[src/rtl/rtc_alarm_pkg.sv]
`timescale 1ns/1ps
package rtc_alarm_pkg;
  localparam int NFIELD       = 6;
  localparam int NPER         = 4;
  localparam int DW           = 8;
  localparam int OFF_INTEN    = 6;
  localparam int OFF_PSEL     = 7;
  localparam int OFF_STAT     = 8;
  localparam int ALM_EN_BIT   = 3;
  localparam int STAT_ALM_BIT = 6;
  localparam int STAT_PER_LSB = 2;

  typedef logic [NFIELD-1:0][DW-1:0] fields_t;

  // Valid BCD bits of each alarm/calendar field, index 0 = seconds.
  function automatic logic [DW-1:0] field_mask(input int idx);
    case (idx)
      0, 1:    field_mask = 8'h7F;
      2, 3:    field_mask = 8'h3F;
      4:       field_mask = 8'h1F;
      default: field_mask = 8'hFF;
    endcase
  endfunction

  function automatic logic fields_equal(input fields_t a, input fields_t b);
    logic eq;
    eq = 1'b1;
    for (int i = 0; i < NFIELD; i++)
      if ((a[i] & field_mask(i)) != (b[i] & field_mask(i))) eq = 1'b0;
    return eq;
  endfunction

  // Status bits that hold a flag; all others read 0.
  function automatic logic [DW-1:0] live_status_bits();
    logic [DW-1:0] m;
    m = '0;
    m[STAT_ALM_BIT] = 1'b1;
    for (int k = 0; k < NPER; k++) m[STAT_PER_LSB+k] = 1'b1;
    return m;
  endfunction
endpackage

[src/rtl/rtc_alarm_regs.sv]
`timescale 1ns/1ps
module rtc_alarm_regs
  import rtc_alarm_pkg::*;
#(
  parameter int ADDR_W = 4
) (
  input  logic                 clk,
  input  logic                 rst_n,
  input  logic                 wr_en,
  input  logic [ADDR_W-1:0]    wr_addr,
  input  logic [DW-1:0]        wr_data,
  output fields_t              alm_fields,
  output logic                 alm_en,
  output logic [NPER-1:0]      per_sel
);
  for (genvar g = 0; g < NFIELD; g++) begin : g_field
    always_ff @(posedge clk) begin
      if (!rst_n)
        alm_fields[g] <= '0;
      else if (wr_en && wr_addr == ADDR_W'(g))
        alm_fields[g] <= wr_data & field_mask(g);
    end
  end

  always_ff @(posedge clk) begin
    if (!rst_n) begin
      alm_en  <= 1'b0;
      per_sel <= '0;
    end else if (wr_en) begin
      if (wr_addr == ADDR_W'(OFF_INTEN)) alm_en  <= wr_data[ALM_EN_BIT];
      if (wr_addr == ADDR_W'(OFF_PSEL))  per_sel <= wr_data[NPER-1:0];
    end
  end
endmodule

[src/rtl/rtc_alarm_match.sv]
`timescale 1ns/1ps
module rtc_alarm_match
  import rtc_alarm_pkg::*;
(
  input  logic    clk,
  input  logic    rst_n,
  input  fields_t alm_fields,
  input  fields_t cal_fields,
  output logic    match,
  output logic    alarm_evt
);
  logic match_q;

  assign match = fields_equal(alm_fields, cal_fields);

  // Reset to 1 so a reset-time equality is not taken as a fresh entry.
  always_ff @(posedge clk) begin
    if (!rst_n) match_q <= 1'b1;
    else        match_q <= match;
  end

  assign alarm_evt = match & ~match_q;
endmodule

[src/rtl/rtc_alarm_status.sv]
`timescale 1ns/1ps
module rtc_alarm_status
  import rtc_alarm_pkg::*;
(
  input  logic            clk,
  input  logic            rst_n,
  input  logic            alarm_evt,
  input  logic [NPER-1:0] per_hit,
  input  logic [DW-1:0]   clr_mask,
  output logic [DW-1:0]   status_q
);
  localparam logic [DW-1:0] LIVE = live_status_bits();
  logic [DW-1:0] status_d;

  always_comb begin
    status_d = status_q & ~clr_mask & LIVE;
    if (alarm_evt) status_d[STAT_ALM_BIT] = 1'b1;
    for (int k = 0; k < NPER; k++)
      if (per_hit[k]) status_d[STAT_PER_LSB+k] = 1'b1;
  end

  always_ff @(posedge clk) begin
    if (!rst_n) status_q <= '0;
    else        status_q <= status_d;
  end
endmodule

[src/rtl/rtc_alarm_irq.sv]
`timescale 1ns/1ps
module rtc_alarm_irq
  import rtc_alarm_pkg::*;
#(
  parameter int ADDR_W = 4
) (
  input  logic              clk,
  input  logic              rst_n,
  input  logic              wr_en,
  input  logic [ADDR_W-1:0] wr_addr,
  input  logic [7:0]        wr_data,
  input  logic [ADDR_W-1:0] rd_addr,
  output logic [7:0]        rd_data,
  input  logic [6:0]        cal_sec,
  input  logic [6:0]        cal_min,
  input  logic [5:0]        cal_hour,
  input  logic [5:0]        cal_day,
  input  logic [4:0]        cal_mon,
  input  logic [7:0]        cal_year,
  input  logic [3:0]        cal_carry,
  output logic              irq
);
  fields_t         alm_fields;
  fields_t         cal_fields;
  logic            alm_en;
  logic [NPER-1:0] per_sel;
  logic [NPER-1:0] per_hit;
  logic            match;
  logic            alarm_evt;
  logic [DW-1:0]   clr_mask;
  logic [DW-1:0]   status_q;
  logic            alm_irq;
  logic            per_irq;

  assign cal_fields = {cal_year, 3'b000, cal_mon, 2'b00, cal_day,
                       2'b00, cal_hour, 1'b0, cal_min, 1'b0, cal_sec};

  rtc_alarm_regs #(.ADDR_W(ADDR_W)) regs_i (
    .clk(clk), .rst_n(rst_n), .wr_en(wr_en), .wr_addr(wr_addr),
    .wr_data(wr_data), .alm_fields(alm_fields), .alm_en(alm_en),
    .per_sel(per_sel)
  );

  rtc_alarm_match match_i (
    .clk(clk), .rst_n(rst_n), .alm_fields(alm_fields),
    .cal_fields(cal_fields), .match(match), .alarm_evt(alarm_evt)
  );

  assign per_hit  = cal_carry & per_sel;
  assign clr_mask = (wr_en && wr_addr == ADDR_W'(OFF_STAT)) ? wr_data : '0;

  rtc_alarm_status status_i (
    .clk(clk), .rst_n(rst_n), .alarm_evt(alarm_evt), .per_hit(per_hit),
    .clr_mask(clr_mask), .status_q(status_q)
  );

  assign alm_irq = status_q[STAT_ALM_BIT] & alm_en;
  assign per_irq = |(status_q[STAT_PER_LSB +: NPER] & per_sel);
  assign irq     = alm_irq | per_irq;

  always_comb begin
    rd_data = '0;
    for (int i = 0; i < NFIELD; i++)
      if (rd_addr == ADDR_W'(i)) rd_data = alm_fields[i];
    if (rd_addr == ADDR_W'(OFF_INTEN)) rd_data[ALM_EN_BIT] = alm_en;
    if (rd_addr == ADDR_W'(OFF_PSEL))  rd_data[NPER-1:0]   = per_sel;
    if (rd_addr == ADDR_W'(OFF_STAT))  rd_data             = status_q;
  end
endmodule

[config.mk]
export PLATFORM = sky130hd
export DESIGN_NAME = rtc_alarm_irq
export DESIGN_NICKNAME = d
export VERILOG_FILES = /design/src/rtl/rtc_alarm_pkg.sv /design/src/rtl/rtc_alarm_regs.sv /design/src/rtl/rtc_alarm_match.sv /design/src/rtl/rtc_alarm_status.sv /design/src/rtl/rtc_alarm_irq.sv
export SDC_FILE = /design/constraint.sdc
export NUM_CORES = 1
export LEC_CHECK = 0
export CAP_MARGIN = 20
export CORE_UTILIZATION = 54
export DETAILED_ROUTE_END_ITERATION = 8
export PLACE_DENSITY = 0.86
export SLEW_MARGIN = 25
export SYNTH_ARGS = -nofsm -noshare
export SYNTH_HDL_FRONTEND = slang
export SYNTH_SLANG_ARGS = --single-unit
[constraint.sdc]
create_clock -name clk -period 4.28 [get_ports clk]
set_clock_uncertainty 0.1 [all_clocks]
set_input_delay 0.642 -clock clk [delete_from_list [all_inputs] [get_ports clk]]
set_output_delay 0.642 -clock clk [all_outputs]
set_load 0.02 [all_outputs]
==> results.json, run 1 <==
{
  "worst_path_largest_cell_delay_ns": 0.78,
  "fillCellCount": 426,
  "tightest_slew_ns": 0.719,
  "end_kind": "output port",
  "p_comb_share_pct": 17.8,
  "synth_top_area_cell": "dfxtp_1",
  "arrival_ns": 2.99,
  "drtPass1Iterations": 4,
  "synth_top_cell_area_share_pct": 33.5,
  "gr-total-overflow": 0,
  "antenna_found_initial": 0,
  "syn-num-nets": 394,
  "netSwitchingPower_uw": 258,
  "crit_slowest_cell": "clkdlybuf4s50_1",
  "area_delta_synth_final_pct": 27.8,
  "p_seq_share_pct": 50.7,
  "postCtsSetupRepairBufs": 0,
  "synth.cell_area_um2": 2990,
  "setup_slack_ns": 0.548,
  "status": "completed",
  "startpoint_type": "input port",
  "cts.clk_slew.worst_paths_ns": 0.10,
  "hold_class": "flop to flop",
  "ant_nets": 0,
  "fmax_mhz": 268,
  "grt_max_degree": 48,
  "worst-path-buf-inv": 3,
  "numCtsBuffers": 5,
  "gp_congestion": 0.933,
  "rsz0062_at_grt": "false",
  "place_inst": 459,
  "avgSynthCellArea_um2": 9.00,
  "clkPwrFrac_pct": 31.5,
  "postSynthCellCount": 332,
  "cpMostUsedCell": "clkdlybuf4s50_1",
  "crit_chain": "clkdlybuf4s50_1 -> nor4b_2 -> a222oi_1 -> inv_1 -> clkdlybuf4s50_1",
  "die_x_um": 76.4,
  "critPathMaxFanout": 19,
  "h-tree-depth": 2,
  "fin_crit_ns": 3.73,
  "groute.usage.overall_pct": 29.8,
  "crit_type": "input port to output port",
  "cts_buffer_depth": 2,
  "via_count": 2723,
  "final_nets": 458,
  "fin_setup_tns_ns": 0,
  "cts_tree": "yes",
  "drc_errors": 0,
  "final_cell_mix": "clkdlybuf4s50_1 (70), dfxtp_1 (50), nor2b_1 (40), mux2i_1 (39), xor2_1 (39)",
  "clock-sinks": 50,
  "diodes": 0,
  "io_pins": 71,
  "drive_gt1_share_pct": 5.79,
  "power_uw": 943,
  "vias_per_cell": 5.83,
  "yosys_most_used_dff": "dfxtp_1",
  "crit_family": "buffers and inverters",
  "wl_per_cell_um": 18.1,
  "wl_um": 8480,
  "clk_latency_ns": 0.31,
  "drt_iter0_drc": 217,
  "pwr_density_cell_nw_per_um2": 247,
  "async_flop_share_pct": 0,
  "period_share_pct": 87.2,
  "synth_edf_count": 0,
  "crit_required_ns": 3.54,
  "synth_area_leaders": "dfxtp_1 (33%), mux2i_1 (13%), xor2_1 (11%)",
  "chipHeight_um": 76.4,
  "cts_hold_buf": 0,
  "ys_seq_area_share_pct": 33.5,
  "dieArea_um2": 5840,
  "relSlewSlack_pct": 51.9,
  "ys_ff_latch": 50,
  "p_leak_uw": 0.00152,
  "sw_frac_of_total_pct": 27.4,
  "vdd_drop_max_mv": 0.204,
  "dpl.hpwl_um": 6560,
  "synth.distinct_cells": 44,
  "start_util_pct": 57.4,
  "final_common_cell": "clkdlybuf4s50_1",
  "slew_viol_final": 0,
  "p_int_uw": 685,
  "fin_cells": 467,
  "placementRows": 26,
  "preCtsSetupSlack_ns": 0.557,
  "ctsResizeCount": 0,
  "final_hold_viol_count": 0,
  "finalSetupViolations": 0,
  "grt_pass1_wl_um": 13400,
  "yosys_warnings": 0,
  "cts_root_buffer": "clkbuf_8",
  "max_cap_viol_count": 0,
  "grt_pass1_vias": 2635,
  "io_buffers": 70,
  "core-area_um2": 5200
}
[cell type report]
type / instances / area [um^2] / area share, %
clock buffers: 5 / 68.8 / 1.80
repair buffers: 77 / 753 / 19.7
well taps: 70 / 87.6 / 2.29
flip-flops and latches: 50 / 1000 / 26.2
clock inverters: 3 / 26.3 / 0.688
multi-input cells: 252 / 1850 / 48.3
inverters: 10 / 37.5 / 0.982
[tightest hold or removal path, stage by stage, from the launching register on]
cell,delay (ns)
dfxtp_1,0.35
nand2_1,0.06
a21boi_0,0.06
[per-layer routing]
layer | GRT usage (%) | up-vias | wire length, um
li1 | - | 1301 | -
met1 | 38.3 | 1295 | 3620
met2 | 47.5 | 105 | 3960
met3 | 6.83 | 22 | 649
met4 | 13.7 | 0 | 248
met5 | 0 | - | 0
[final timing paths]
| path | depth (start not counted) | slack [ns] | end | startpoint |
|---|---|---|---|---|
| setup reg to reg | 4 | 2.58 | status_i.status_q[6]$_SDFF_PN0_ | regs_i.alm_fields[4]$_SDFFE_PN0P_ |
| hold reg to reg | 2 | 0.41 | regs_i.alm_fields[4]$_SDFFE_PN0P_ | regs_i.alm_fields[4]$_SDFFE_PN0P_ |
| hold / removal | 2 | 0.41 | regs_i.alm_fields[4]$_SDFFE_PN0P_ | regs_i.alm_fields[4]$_SDFFE_PN0P_ |
| setup / recovery | 5 | 0.55 | rd_data[5] | rd_addr[0] |
[state kept, by name (all words and copies together) (netlist names)]
name and flops:
match_i.match_q 1, status_i.status_q 5, regs_i.alm_en 1, regs_i.per_sel 4, regs_i.alm_fields 39
[stage by stage]
step	hold slack [ns]	area, um^2	utilization (%)
after global placement	0.392	3730	71.6
after global routing	0.433	3820	73.4
after floorplan	0.361	2990	-
after detailed placement	0.399	3730	71.6
after CTS	0.413	3820	73.4
final	0.413	3820	73.4
[cell families after synthesis]
logic type / count (synthesis) / share of synthesized area [%]
buf+inv: 30 / 4.73
xor+xnor: 39 / 11.4
compound gates: 47 / 11.0
mux: 43 / 15.7
simple gates: 123 / 23.7
flops: 50 / 33.5
[synth_stat cells (3+ instances only)]
library cell	instances
o21ai_0	8
nand2b_1	3
xor2_1	39
nand3b_1	5
nand2_1	21
a21boi_0	12
nor3b_1	3
o22ai_1	3
dfxtp_1	50
nand4_1	4
buf_4	3
inv_1	10
buf_2	6
nor3_1	3
nor4_1	17
a21oi_1	4
a31oi_1	4
nand3_1	8
clkbuf_1	8
mux2i_1	39
nor2b_1	40
mux4_2	3
nor2_1	10
[power groups by stage]
stage	Clock (uW)	Sequential (uW)	Combinational [uW]
final	297	478	168
after global routing	315	479	179
after CTS	299	478	167
after detailed placement	0	488	166
after global placement	0	488	164
after floorplan	0	486	78.5
Note: power is estimated with default switching activity, not from simulation.
==> run 2, diff against run 1 <==
--- a/config.mk
+++ b/config.mk
@@ -6,9 +6,10 @@
 export NUM_CORES = 1
 export LEC_CHECK = 0
 export CAP_MARGIN = 20
-export CORE_UTILIZATION = 54
+export CORE_UTILIZATION = 30
 export DETAILED_ROUTE_END_ITERATION = 8
-export PLACE_DENSITY = 0.86
+export MAX_ROUTING_LAYER = met4
+export SKIP_LAST_GASP = 1
 export SLEW_MARGIN = 25
 export SYNTH_ARGS = -nofsm -noshare
 export SYNTH_HDL_FRONTEND = slang
==> results.json, run 2 (same netlist as run 1, synthesis figures left out) <==
{
  "finalSetupViolations": 0,
  "crit_required_ns": 3.54,
  "groute.usage.overall_pct": 19.1,
  "cts_tree": "yes",
  "grt_pass1_vias": 2538,
  "tightest_slew_ns": 0.648,
  "p_seq_share_pct": 48.2,
  "placementRows": 36,
  "multi_input_area_um2": 1850,
  "grt_max_degree": 34,
  "final_cell_mix": "clkdlybuf4s50_1 (69), dfxtp_1 (50), nor2b_1 (40), mux2i_1 (39), xor2_1 (39)",
  "crit_chain": "clkdlybuf4s50_1 -> buf_4 -> nor4b_2 -> a32oi_1 -> o21ai_1 -> clkdlybuf4s50_1",
  "antenna_found_initial": 0,
  "gr-total-overflow": 0,
  "rsz0062_at_grt": "false",
  "max_cap_viol_count": 0,
  "whs_path_depth": 2,
  "wl_per_cell_um": 17.8,
  "p_comb_share_pct": 17.4,
  "numCtsBuffers": 5,
  "grt_pass1_wl_um": 14000,
  "cts_hold_buf": 0,
  "clk_latency_ns": 0.31,
  "relSlewSlack_pct": 56.7,
  "largest_register_ffs": 39,
  "startpoint_type": "input port",
  "worst-path-buf-inv": 3,
  "crit_family": "buffers and inverters",
  "fillCellCount": 1040,
  "status": "completed",
  "wl_um": 9410,
  "io_pins": 71,
  "netSwitchingPower_uw": 253,
  "clock-sinks": 50,
  "sw_frac_of_total_pct": 25.6,
  "p_leak_uw": 0.00152,
  "drc_errors": 0,
  "dpl.hpwl_um": 7280,
  "seq_area_um2": 1000,
  "worst_path_largest_cell_delay_ns": 0.66,
  "reg2reg_to": "match_i.match_q$_SDFF_PN1_",
  "via_count": 2629,
  "fin_setup_tns_ns": 0,
  "gp_congestion": 0.922,
  "hold_class": "flop to flop",
  "start_util_pct": 30.7,
  "ant_nets": 0,
  "die_x_um": 102,
  "reg.largest.list": "regs_i.alm_fields (39), status_i.status_q (5), regs_i.per_sel (4)",
  "h-tree-depth": 2,
  "dieArea_um2": 10400,
  "regMostFlops": "regs_i.alm_fields",
  "worstReg2RegStart": "regs_i.alm_fields[11]$_SDFFE_PN0P_",
  "fmax_mhz": 262,
  "postCtsSetupRepairBufs": 0,
  "hold_ws_ns": 0.405,
  "ctsResizeCount": 0,
  "crit_type": "input port to output port",
  "slew_viol_final": 0,
  "core-area_um2": 9730,
  "arrival_ns": 3.07,
  "min_to": "regs_i.alm_fields[4]$_SDFFE_PN0P_",
  "end_kind": "output port",
  "clkPwrFrac_pct": 34.4,
  "critPathMaxFanout": 10,
  "drtPass1Iterations": 4,
  "crit_slowest_cell": "clkdlybuf4s50_1",
  "drive_gt1_share_pct": 5.56,
  "drt_iter0_drc": 174,
  "period_share_pct": 89.1,
  "final_hold_viol_count": 0,
  "vdd_drop_max_mv": 0.123,
  "chipHeight_um": 102,
  "io_buffers": 70,
  "final_common_cell": "clkdlybuf4s50_1",
  "pwr_density_cell_nw_per_um2": 254,
  "r2r_setup_slack_ns": 2.58,
  "min_from": "regs_i.alm_fields[4]$_SDFFE_PN0P_",
  "p_int_uw": 737,
  "area_delta_synth_final_pct": 30.6,
  "vias_per_cell": 4.97,
  "fin_crit_ns": 3.81,
  "ff2ff_path_depth": 4,
  "diodes": 0,
  "final_nets": 457,
  "cts_root_buffer": "clkbuf_8",
  "cts_buffer_depth": 2,
  "cpMostUsedCell": "clkdlybuf4s50_1",
  "cts.clk_slew.worst_paths_ns": 0.09
}
-- run 2: power by group through the flow --
stage / Sequential (uW) / Combinational, uW / Clock, uW
global route: 478 / 184 / 364
detailed placement: 488 / 173 / 0
floorplan: 486 / 78.5 / 0
finish: 477 / 172 / 341
global placement: 488 / 173 / 0
CTS: 477 / 174 / 345
-- run 2: metal layers --
layer  vias up  GRT usage (%)  share of wire (%)
met2        71           31.7                 49
met3        11           3.35                4.8
met4         0           3.85               0.92
li1       1297              -                  -
met1      1250           24.4                 46
met5         -              -                  0
-- run 2: worst max path at each step --
| stage | from | endpoint | slack [ns] | cells past startpoint |
|---|---|---|---|---|
| final | rd_addr[1] | rd_data[2] | 0.47 | 6 |
| after global routing | rd_addr[1] | rd_data[2] | 0.30 | 6 |
| after CTS | rd_addr[1] | rd_data[2] | 0.50 | 6 |
| after detailed placement | rd_addr[1] | rd_data[1] | 0.50 | 7 |
| after global placement | rd_addr[0] | rd_data[1] | 0.52 | 7 |
| after floorplan | rd_addr[3] | rd_data[4] | 1.75 | 6 |
-- run 2: tightest hold or removal path: stages (launching register included) --
cell	delay (ns)
dfxtp_1	0.34
nand2_1	0.05
a21boi_0	0.07
-- run 2: metrics by stage --
| stage | std cells | total power, uW | worst slack, ns | instance area (um^2) | utilization [%] |
|---|---|---|---|---|---|
| floorplan | 332 | 564 | 1.75 | 2990 | - |
| global placement | 521 | 661 | 0.521 | 3800 | 39.0 |
| detailed placement | 521 | 661 | 0.499 | 3800 | 39.0 |
| CTS | 529 | 997 | 0.495 | 3910 | 40.2 |
| global route | 529 | 1030 | 0.302 | 3900 | 40.1 |
| finish | 529 | 990 | 0.466 | 3900 | 40.1 |
-- run 2: layout make-up --
class	instances	share of cell area (%)
Multi-Input combinational cell	252	47.3
Sequential cell	50	25.6
Timing Repair Buffer	76	19.0
Clock inverter	2	0.962
Inverter	10	0.962
Tap cell	133	4.26
Clock buffer	6	1.86
